`config.mk`:
```
export PLATFORM = sky130hd
export DESIGN_NAME = iocs_decoder
export DESIGN_NICKNAME = d
export VERILOG_FILES = /design/src/rtl/iocs_pkg.sv /design/src/rtl/iocs_slot.sv /design/src/rtl/iocs_rdmux.sv /design/src/rtl/iocs_decoder.sv
export SDC_FILE = /design/constraint.sdc
export NUM_CORES = 1
export LEC_CHECK = 0
export ABC_CLOCK_PERIOD_IN_PS = 2600
export CAP_MARGIN = 20
export CORE_MARGIN = 1
export CORE_UTILIZATION = 55
export DETAILED_ROUTE_END_ITERATION = 8
export DONT_BUFFER_PORTS = 1
export GPL_TIMING_DRIVEN = 0
export PLACE_DENSITY = 0.74
export SETUP_SLACK_MARGIN = 0.5
export SLEW_MARGIN = 20
export SYNTH_ARGS = -nofsm -noshare
export SYNTH_HDL_FRONTEND = slang
export SYNTH_SLANG_ARGS = --single-unit
```
`constraint.sdc`:
```
create_clock -name clk -period 2.6 [get_ports clk]
set_input_delay 0.65 -clock clk [delete_from_list [all_inputs] [get_ports clk]]
set_output_delay 0.65 -clock clk [all_outputs]
set_load 0.01 [all_outputs]
```
`src/rtl/iocs_pkg.sv`:
```
package iocs_pkg;
  parameter int IDX_W  = 8;
  parameter int DATA_W = 8;
  parameter int ADDR_W = 16;

  // Bit positions inside the lower register
  localparam int DIS_BIT  = 0;
  localparam int LOCK_BIT = 1;
  localparam int LOW_LSB  = 2;
endpackage

```
`src/rtl/iocs_slot.sv`:
```
module iocs_slot
  import iocs_pkg::*;
(
  input  logic              clk,
  input  logic              rst_n,
  input  logic              soft_rst,
  input  logic              wr_hi,
  input  logic              wr_lo,
  input  logic [DATA_W-1:0] wdata,
  input  logic              mode16,
  input  logic [ADDR_W-1:0] io_addr,
  input  logic              io_valid,
  output logic [DATA_W-1:0] hi_q,
  output logic [DATA_W-1:0] lo_rd,
  output logic              cs_n
);
  localparam int LOW_W = DATA_W - LOW_LSB;

  logic [LOW_W-1:0]  low_q, low_d;
  logic [DATA_W-1:0] hi_d;
  logic              lock_q, lock_d, dis_q, dis_d;
  logic              fld_en, lock_en;
  logic [LOW_W-1:0]  cmp_mask;
  logic              hit;

  // Next state for address/disable fields and lock
  always_comb begin
    hi_d   = hi_q;
    low_d  = low_q;
    dis_d  = dis_q;
    lock_d = lock_q;
    if (soft_rst) begin
      hi_d  = '0;
      low_d = '0;
      dis_d = 1'b0;
    end else if (!lock_q) begin
      if (wr_hi) hi_d = wdata;
      if (wr_lo) begin
        low_d  = wdata[DATA_W-1:LOW_LSB];
        dis_d  = wdata[DIS_BIT];
        lock_d = wdata[LOCK_BIT];
      end
    end
  end

  assign fld_en  = soft_rst | (~lock_q & (wr_hi | wr_lo));
  assign lock_en = ~soft_rst & ~lock_q & wr_lo;

  always_ff @(posedge clk or negedge rst_n) begin
    if (!rst_n) begin
      hi_q  <= '0;
      low_q <= '0;
      dis_q <= 1'b0;
    end else if (fld_en) begin
      hi_q  <= hi_d;
      low_q <= low_d;
      dis_q <= dis_d;
    end
  end

  always_ff @(posedge clk or negedge rst_n) begin
    if (!rst_n)       lock_q <= 1'b0;
    else if (lock_en) lock_q <= lock_d;
  end

  assign lo_rd = {low_q, lock_q, dis_q};

  // Window comparison: 16-byte mode drops the two lowest stored bits
  always_comb begin
    cmp_mask = '1;
    if (mode16) cmp_mask[1:0] = 2'b00;
  end

  assign hit  = (io_addr[ADDR_W-1:DATA_W] == hi_q) &&
                (((io_addr[DATA_W-1:LOW_LSB] ^ low_q) & cmp_mask) == '0);
  assign cs_n = ~(io_valid & ~dis_q & hit);


  lock_freeze_chk: assert property (@(posedge clk) disable iff (!rst_n)
    (lock_q && !soft_rst) |=> ($stable(hi_q) && $stable(lo_rd)));

  lock_sticky_chk: assert property (@(posedge clk) disable iff (!rst_n)
    lock_q |=> lock_q);

  soft_clear_chk: assert property (@(posedge clk) disable iff (!rst_n)
    soft_rst |=> (hi_q == '0 && lo_rd[DATA_W-1:LOW_LSB] == '0 && !lo_rd[DIS_BIT]));

  hi_write_chk: assert property (@(posedge clk) disable iff (!rst_n)
    (wr_hi && !lock_q && !soft_rst) |=> (hi_q == $past(wdata)));

  disabled_quiet_chk: assert property (@(posedge clk) disable iff (!rst_n)
    lo_rd[DIS_BIT] |-> cs_n);
endmodule

```
`src/rtl/iocs_rdmux.sv`:
```
module iocs_rdmux
  import iocs_pkg::*;
#(
  parameter int              NUM_CS   = 3,
  parameter logic [IDX_W-1:0] BASE_IDX = 8'h62
)(
  input  logic [IDX_W-1:0]              idx,
  input  logic [NUM_CS-1:0][DATA_W-1:0] hi_all,
  input  logic [NUM_CS-1:0][DATA_W-1:0] lo_all,
  output logic [DATA_W-1:0]             rdata
);
  logic [IDX_W-1:0] off;
  logic             in_range;

  assign off      = idx - BASE_IDX;
  assign in_range = (idx >= BASE_IDX) && (off < IDX_W'(2 * NUM_CS));

  always_comb begin
    rdata = '0;
    for (int k = 0; k < NUM_CS; k++) begin
      if (in_range && (off[IDX_W-1:1] == (IDX_W-1)'(k)))
        rdata = off[0] ? lo_all[k] : hi_all[k];
    end
  end
endmodule

```
`src/rtl/iocs_decoder.sv`:
```
module iocs_decoder
  import iocs_pkg::*;
#(
  parameter int               NUM_CS   = 3,
  parameter logic [IDX_W-1:0] BASE_IDX = 8'h62
)(
  input  logic              clk,
  input  logic              rst_n,
  input  logic              soft_rst,
  input  logic [IDX_W-1:0]  reg_idx,
  input  logic [DATA_W-1:0] reg_wdata,
  input  logic              reg_we,
  output logic [DATA_W-1:0] reg_rdata,
  input  logic [NUM_CS-1:0] cs_mode,
  input  logic [ADDR_W-1:0] io_addr,
  input  logic              io_valid,
  output logic [NUM_CS-1:0] cs_n
);
  logic [NUM_CS-1:0][DATA_W-1:0] hi_all, lo_all;
  logic [NUM_CS-1:0]             wr_hi, wr_lo;

  for (genvar k = 0; k < NUM_CS; k++) begin : g_slot
    localparam logic [IDX_W-1:0] HI_IDX = IDX_W'(BASE_IDX + 2 * k);
    localparam logic [IDX_W-1:0] LO_IDX = IDX_W'(BASE_IDX + 2 * k + 1);

    assign wr_hi[k] = reg_we && (reg_idx == HI_IDX);
    assign wr_lo[k] = reg_we && (reg_idx == LO_IDX);

    iocs_slot u_slot (
      .clk      (clk),
      .rst_n    (rst_n),
      .soft_rst (soft_rst),
      .wr_hi    (wr_hi[k]),
      .wr_lo    (wr_lo[k]),
      .wdata    (reg_wdata),
      .mode16   (cs_mode[k]),
      .io_addr  (io_addr),
      .io_valid (io_valid),
      .hi_q     (hi_all[k]),
      .lo_rd    (lo_all[k]),
      .cs_n     (cs_n[k])
    );
  end

  iocs_rdmux #(.NUM_CS(NUM_CS), .BASE_IDX(BASE_IDX)) u_rdmux (
    .idx    (reg_idx),
    .hi_all (hi_all),
    .lo_all (lo_all),
    .rdata  (reg_rdata)
  );


  stray_write_chk: assert property (@(posedge clk) disable iff (!rst_n)
    (reg_we && (wr_hi == '0) && (wr_lo == '0) && !soft_rst)
      |=> ($stable(hi_all) && $stable(lo_all)));

  idle_quiet_chk: assert property (@(posedge clk) disable iff (!rst_n)
    !io_valid |-> (cs_n == '1));
endmodule

```
# == Word-level counts from Yosys, hierarchy flattened ==
# Index checks and enable logic that the tools add are counted.
# classes
magnitude_cmp,2
n_reduce_logical,32
mux,42
eq_ne,14
bitwise_logic,37
n_addsub,1
# op_table
op,count
2-to-1 mux 8 bit,15
2-to-1 mux 6 bit,9
equality test 8 x 7 -> 1 bit (second input constant),6
equality test 8 bit,3
bitwise AND 6 bit,3
zero test 6 bit,3
AND reduction 3 bit,6
XOR 6 bit,3
bitwise AND 1 bit,15
2-to-1 mux 1 bit,15
logical AND 1 bit,13
nonzero test 2 bit,6
NOT 1 bit,10
>= comparator 8 x 7 -> 1 bit (second input constant),1
less-than comparator 8 x 3 -> 1 bit (second input constant),1
subtractor 8 x 7 -> 8 bit (second input constant),1
equality test 7 x 1 -> 1 bit (second input constant),1
equality test 7 x 2 -> 1 bit (second input constant),1
zero test 7 bit,1
2-to-1 mux 2 bit,3
!= test 2 bit (second input constant),3
bitwise OR 1 bit,6
AND reduction 2 bit,3
# totals
word_cells,140
out_inout_bits,11
inputBits,40
regBits,48

# == Depth between registers and ports, before layout ==
# depth
depth_word,7
ltp_mapped,8
mapped_depth_nobuf,6

# == Modules after synthesis ==
# From an unflattened synthesis, not the netlist that was laid out.
# unflattened
hier_cells,360
hier_area_um2,3169.3
# by_module_without_submodules
mod,n_inst,cells_per_inst,area_per_inst_um2,seq_area_each_um2
iocs_slot (g_slot[1].u_slot ...),2,93,815.8,400.4
iocs_slot (g_slot[0].u_slot),1,86,823.3,400.4
iocs_rdmux,1,77,600.6,0.0
iocs_decoder,1,11,113.9,0.0

# == Worst setup path after synthesis ==
# OpenSTA, ideal clock, no wires.
# synth_path
kind,in2out
from,input port reg_idx[1]
to,output port reg_rdata[0]
path_slack_ns,-0.155
n_path_buf,2
cell_stages,8
arrival_ns,2.105
required_time_ns,1.950
path_cell_list,inv_1 -> ha_1 -> buf_6 -> nand2b_1 -> buf_2 -> nor2_1 -> a211oi_1 -> a2111oi_0
# synth_between
elab_chain_cells,7
word_cells_on_any_way,13
classes_between,1 x add/sub; 2 x order compare; 2 x eq/ne; 3 x mux; 5 x reduce/logical
# synth_lines
item,line_no,source
start: declaration,iocs_decoder.sv:10,"input logic [IDX_W-1:0] reg_idx,"
subtractor 8 x 7 -> 8 bit,iocs_rdmux.sv:15,assign off = idx - BASE_IDX;
less-than comparator 8 x 3 -> 1 bit,iocs_rdmux.sv:16,assign in_range = (idx >= BASE_IDX) && (off < IDX_W'(2 * NUM_CS));
logical AND 1 bit,iocs_rdmux.sv:16,
logical AND 1 bit,iocs_rdmux.sv:21,if (in_range && (off[IDX_W-1:1] == (IDX_W-1)'(k)))
2-to-1 mux 8 bit (2 in series),iocs_rdmux.sv:21,
2-to-1 mux 8 bit *,iocs_rdmux.sv:21,
end: declaration,iocs_decoder.sv:13,"output logic [DATA_W-1:0] reg_rdata,"
# Mark *: on every way between the ends. The rest lies on a longest branch, timed or not.

# == Worst setup path after layout ==
# layout_path
from,register g_slot[2].u_slot.hi_q[6]
to,output port cs_n[2]
# layout_between
elab_chain_cells,4
# layout_lines
item,line_no,source
start: declaration,iocs_slot.sv:13,"output logic [DATA_W-1:0] hi_q,"
start signal: assignment,iocs_slot.sv:55,hi_q <= hi_d;
equality test 8 bit,iocs_slot.sv:74,assign hit = (io_addr[ADDR_W-1:DATA_W] == hi_q) &&
logical AND 1 bit,iocs_slot.sv:74,
bitwise AND 1 bit,iocs_slot.sv:76,assign cs_n = ~(io_valid & ~dis_q & hit);
NOT 1 bit,iocs_slot.sv:76,
end: declaration,iocs_decoder.sv:17,output logic [NUM_CS-1:0] cs_n
# Every way passes these cells.

==> out/qor.csv <==
metric;value;unit
status;finished with violations;
failing checks;setup timing;
grt met2 use;0.5177;
DRC violations left;0;
minimum clock period;2.656;ns
FF+latch count, synth;48;
worst min-delay path class;in -> async;
Top-Level Pins;51;
first-pass GRT wire length;14.22;mm
simple logic cell fraction of the synthesized area;0.1451;
final core utilization;0.7096;
Netlist cell types;34;
Routed WL per cell;23.33;um
Starting Density;0.5699;
TritonCTS clock tree;done;
dpl cells;369;
Row Count;27;
setup slack at placement;-0.1651;ns
drt first pass iters;4;
final number of setup-violating endpoints;3;
DR iter-0 viols;193;
Die Width;77.54;um
vias;2434;
Clock Path Buffers;2;
PwrDens;383.1;nW/um2
largest family of logic cells by synthesized area;multiplexers;
vias in the first global route;2519;
Post-Synth Adder-Cell Area;0.01994;
multiplexer area fraction after synthesis;0.2265;
GRT overflow;0;
Layout area overhead;24.52;%
element type at the critical path start;flip-flop;
core area;5507;um2
share of layout cells above drive strength 1;0.2736;
Final ANT Viol Nets;0;
initial antenna violation count;0;
RSZ-0062 raised after global routing;yes;
Vert. Die Dim;77.54;um
compound-gate portion of the synthesized area;0.05901;
largest net degree at the start of global routing;49;
GRT busiest layer;met2;
final hold violation count;0;
final setup margin;-0.05579;ns
syn_nets;342;
Seq/Total Area, Yosys;0.3828;
Detailed Place HPWL;5.822;mm
Crit Path Max Fanout;2;
post-synthesis cell area;3138;um2
FMAX;0.3765;GHz
Mean Syn Cell Area;10.57;um2
final layout net count;362;
M3 GR Usage;0.06235;
Peak VDD IR;329.6;uV
CTS Buf Count;5;
clock slew at reported path FFs;0.09;ns
Vias/cell;6.241;
max-slew violations;0;
Setup Skew;0.007161;ns
Syn. warnings;0;
Post-CTS Hold Buffers;0;
arrival time worst endpoint;2.01;ns
clock sink count;48;
Final Non-Filler Cells;390;
WP data required;1.95;ns
critical path class;reg -> out;
Lkg Pwr;1.665;nW
Ant. Diodes;0;
CP endpoint kind;primary output;
Final period util;1.021;
Max-cap violations;0;
total power;1.497;mW
Routability Congestion;0.8959;
GRT Overall Usage;0.3234;
CTS H-tree depth;2;
Worst-Margin Slew;0.7342;ns
xor and xnor area share after synthesis;0.1172;
clk_lat worst skew;0.31;ns
Root Driver;clkbuf_8;
die area;6012;um2
routed wire length;9.098;mm
I/O Buffers;0;
Max transition margin;0.5103;
Mapped Cells;297;
M1 GR Usage;0.4273;
## state kept, by name, indices dropped and copies added (netlist names)
name / count
g_slot.u_slot.low_q: 18
g_slot.u_slot.dis_q: 3
g_slot.u_slot.hi_q: 24
g_slot.u_slot.lock_q: 3
## report_power, final
part / internal [mW] / switching [mW]
sequential: 0.748 / 0.00195
combinational: 0.0949 / 0.110
clock: 0.286 / 0.257
## routing by layer
layer / wire length [um] / vias to the layer above
li1: - / 1086
met1: 3795 / 1220
met2: 4398 / 103
met3: 620 / 25
met4: 283 / 0
met5: 0 / -
## critical path, cell delays in order (launching register included)
cell,delay (ns)
dfrtp_1,0.40
xor2_1,0.17
nor4_2,0.33
nand4b_1,0.20
or4_4,0.47
buf_6,0.14
## worst paths after layout
| kind | startpoint | to | slack [ns] | cells past startpoint |
|---|---|---|---|---|
| max | g_slot[2].u_slot.hi_q[6] | cs_n[2] | -0.06 | 5 |
| min | rst_n | g_slot[2].u_slot.hi_q[3] | 0.02 | 0 |
| max reg2reg | g_slot[2].u_slot.lock_q | g_slot[2].u_slot.low_q[3] | 0.90 | 4 |
| min reg2reg | g_slot[1].u_slot.lock_q | g_slot[1].u_slot.lock_q | 0.51 | 1 |
| max in group asynchronous | rst_n | g_slot[0].u_slot.low_q[3] | 2.48 | 0 |
| min in group clk | reg_wdata[2] | g_slot[1].u_slot.low_q[0] | 0.49 | 2 |
## cell type report
| cell class | instances | area [um2] |
|---|---|---|
| tap | 72 | 90.09 |
| fill | 399 | 1599 |
| sequential | 48 | 1201 |
| timing repair buffer | 13 | 125.1 |
| multi-input combinational | 227 | 2165 |
| clock buffer | 6 | 72.57 |
| inverter | 3 | 50.05 |
| clock inverter | 2 | 35.03 |
| buffer | 19 | 168.9 |
## logic make-up (layout without fill, tap and decap cells)
kind of cell,count (synthesis),count (layout)
compound gates,24,24
xor+xnor,42,42
fa+ha+maj,5,5
buf+inv,22,43
flops,48,48
mux,70,70
simple gates,86,86
## per-stage QoR
stage / TNS (ns) / hold WS (ns) / cell area [um2]
5_1_grt: -0.2815 / 0.01350 / 3908
4_1_cts: -0.1213 / 0.02153 / 3821
2_1_floorplan: 0 / 0.3544 / 3329
3_3_place_gp: -0.3265 / 0.3555 / 3420
3_5_place_dp: -0.3942 / 0.3551 / 3420
6_report: -0.1356 / 0.02206 / 3908
## placed cells by master, fill, tap and decap left out, drive strengths merged
cell / instances
mux2: 8
and4b: 2
nand4: 5
dfrtp: 48
clkbuf: 11
a21oi: 3
a211oi: 8
buf: 27
nand4b: 4
nand2: 1
or4: 3
or2: 1
o21bai: 2
a2111oi: 8
nor3: 1
a41o: 1
mux2i: 62
nor3b: 1
bufinv: 1
nand2b: 2
xor2: 12
o2111ai: 1
nand3: 3
ha: 5
xnor2: 30
inv: 2
nor4: 3
nor2b: 2
nor2: 54
o21ai: 1
and4bb: 4
clkinv: 2
## repair_timing
action                                 4_1_cts  5_1_grt
pin swaps                                   27        9
buffers inserted                            10        3
setup endpoints to repair                   11       11
gates resized for setup                     42       11
cloned                                       0        0
endpoints found under the hold margin        0        0
## synth_stat cells
master	count	area [um2]
a2111oi_0	8	70.07
a211oi_1	8	60.06
a21oi_1	3	15.01
a41o_2	1	11.26
and4b_1	2	20.02
and4bb_2	4	50.05
buf_12	1	20.02
buf_2	3	15.01
buf_4	6	45.04
buf_6	4	45.04
clkbuf_1	5	18.77
dfrtp_1	48	1201
ha_1	5	62.56
inv_1	3	11.26
mux2_2	8	90.09
mux2i_1	62	620.6
nand2_1	1	3.750
nand2b_1	2	12.51
nand3_1	3	15.01
nand4_1	3	18.77
nand4_2	2	25.02
nand4b_1	4	35.03
nor2_1	54	202.7
nor2b_1	2	12.51
nor3_1	1	5.000
nor3b_1	1	7.510
nor4_1	3	18.77
o2111ai_1	1	8.760
o21ai_0	1	5.000
o21bai_1	2	15.01
or2_2	1	6.260
or4_1	3	22.52
xnor2_1	30	262.8
xor2_1	12	105.1
Note: power is estimated with default switching activity, not from simulation.
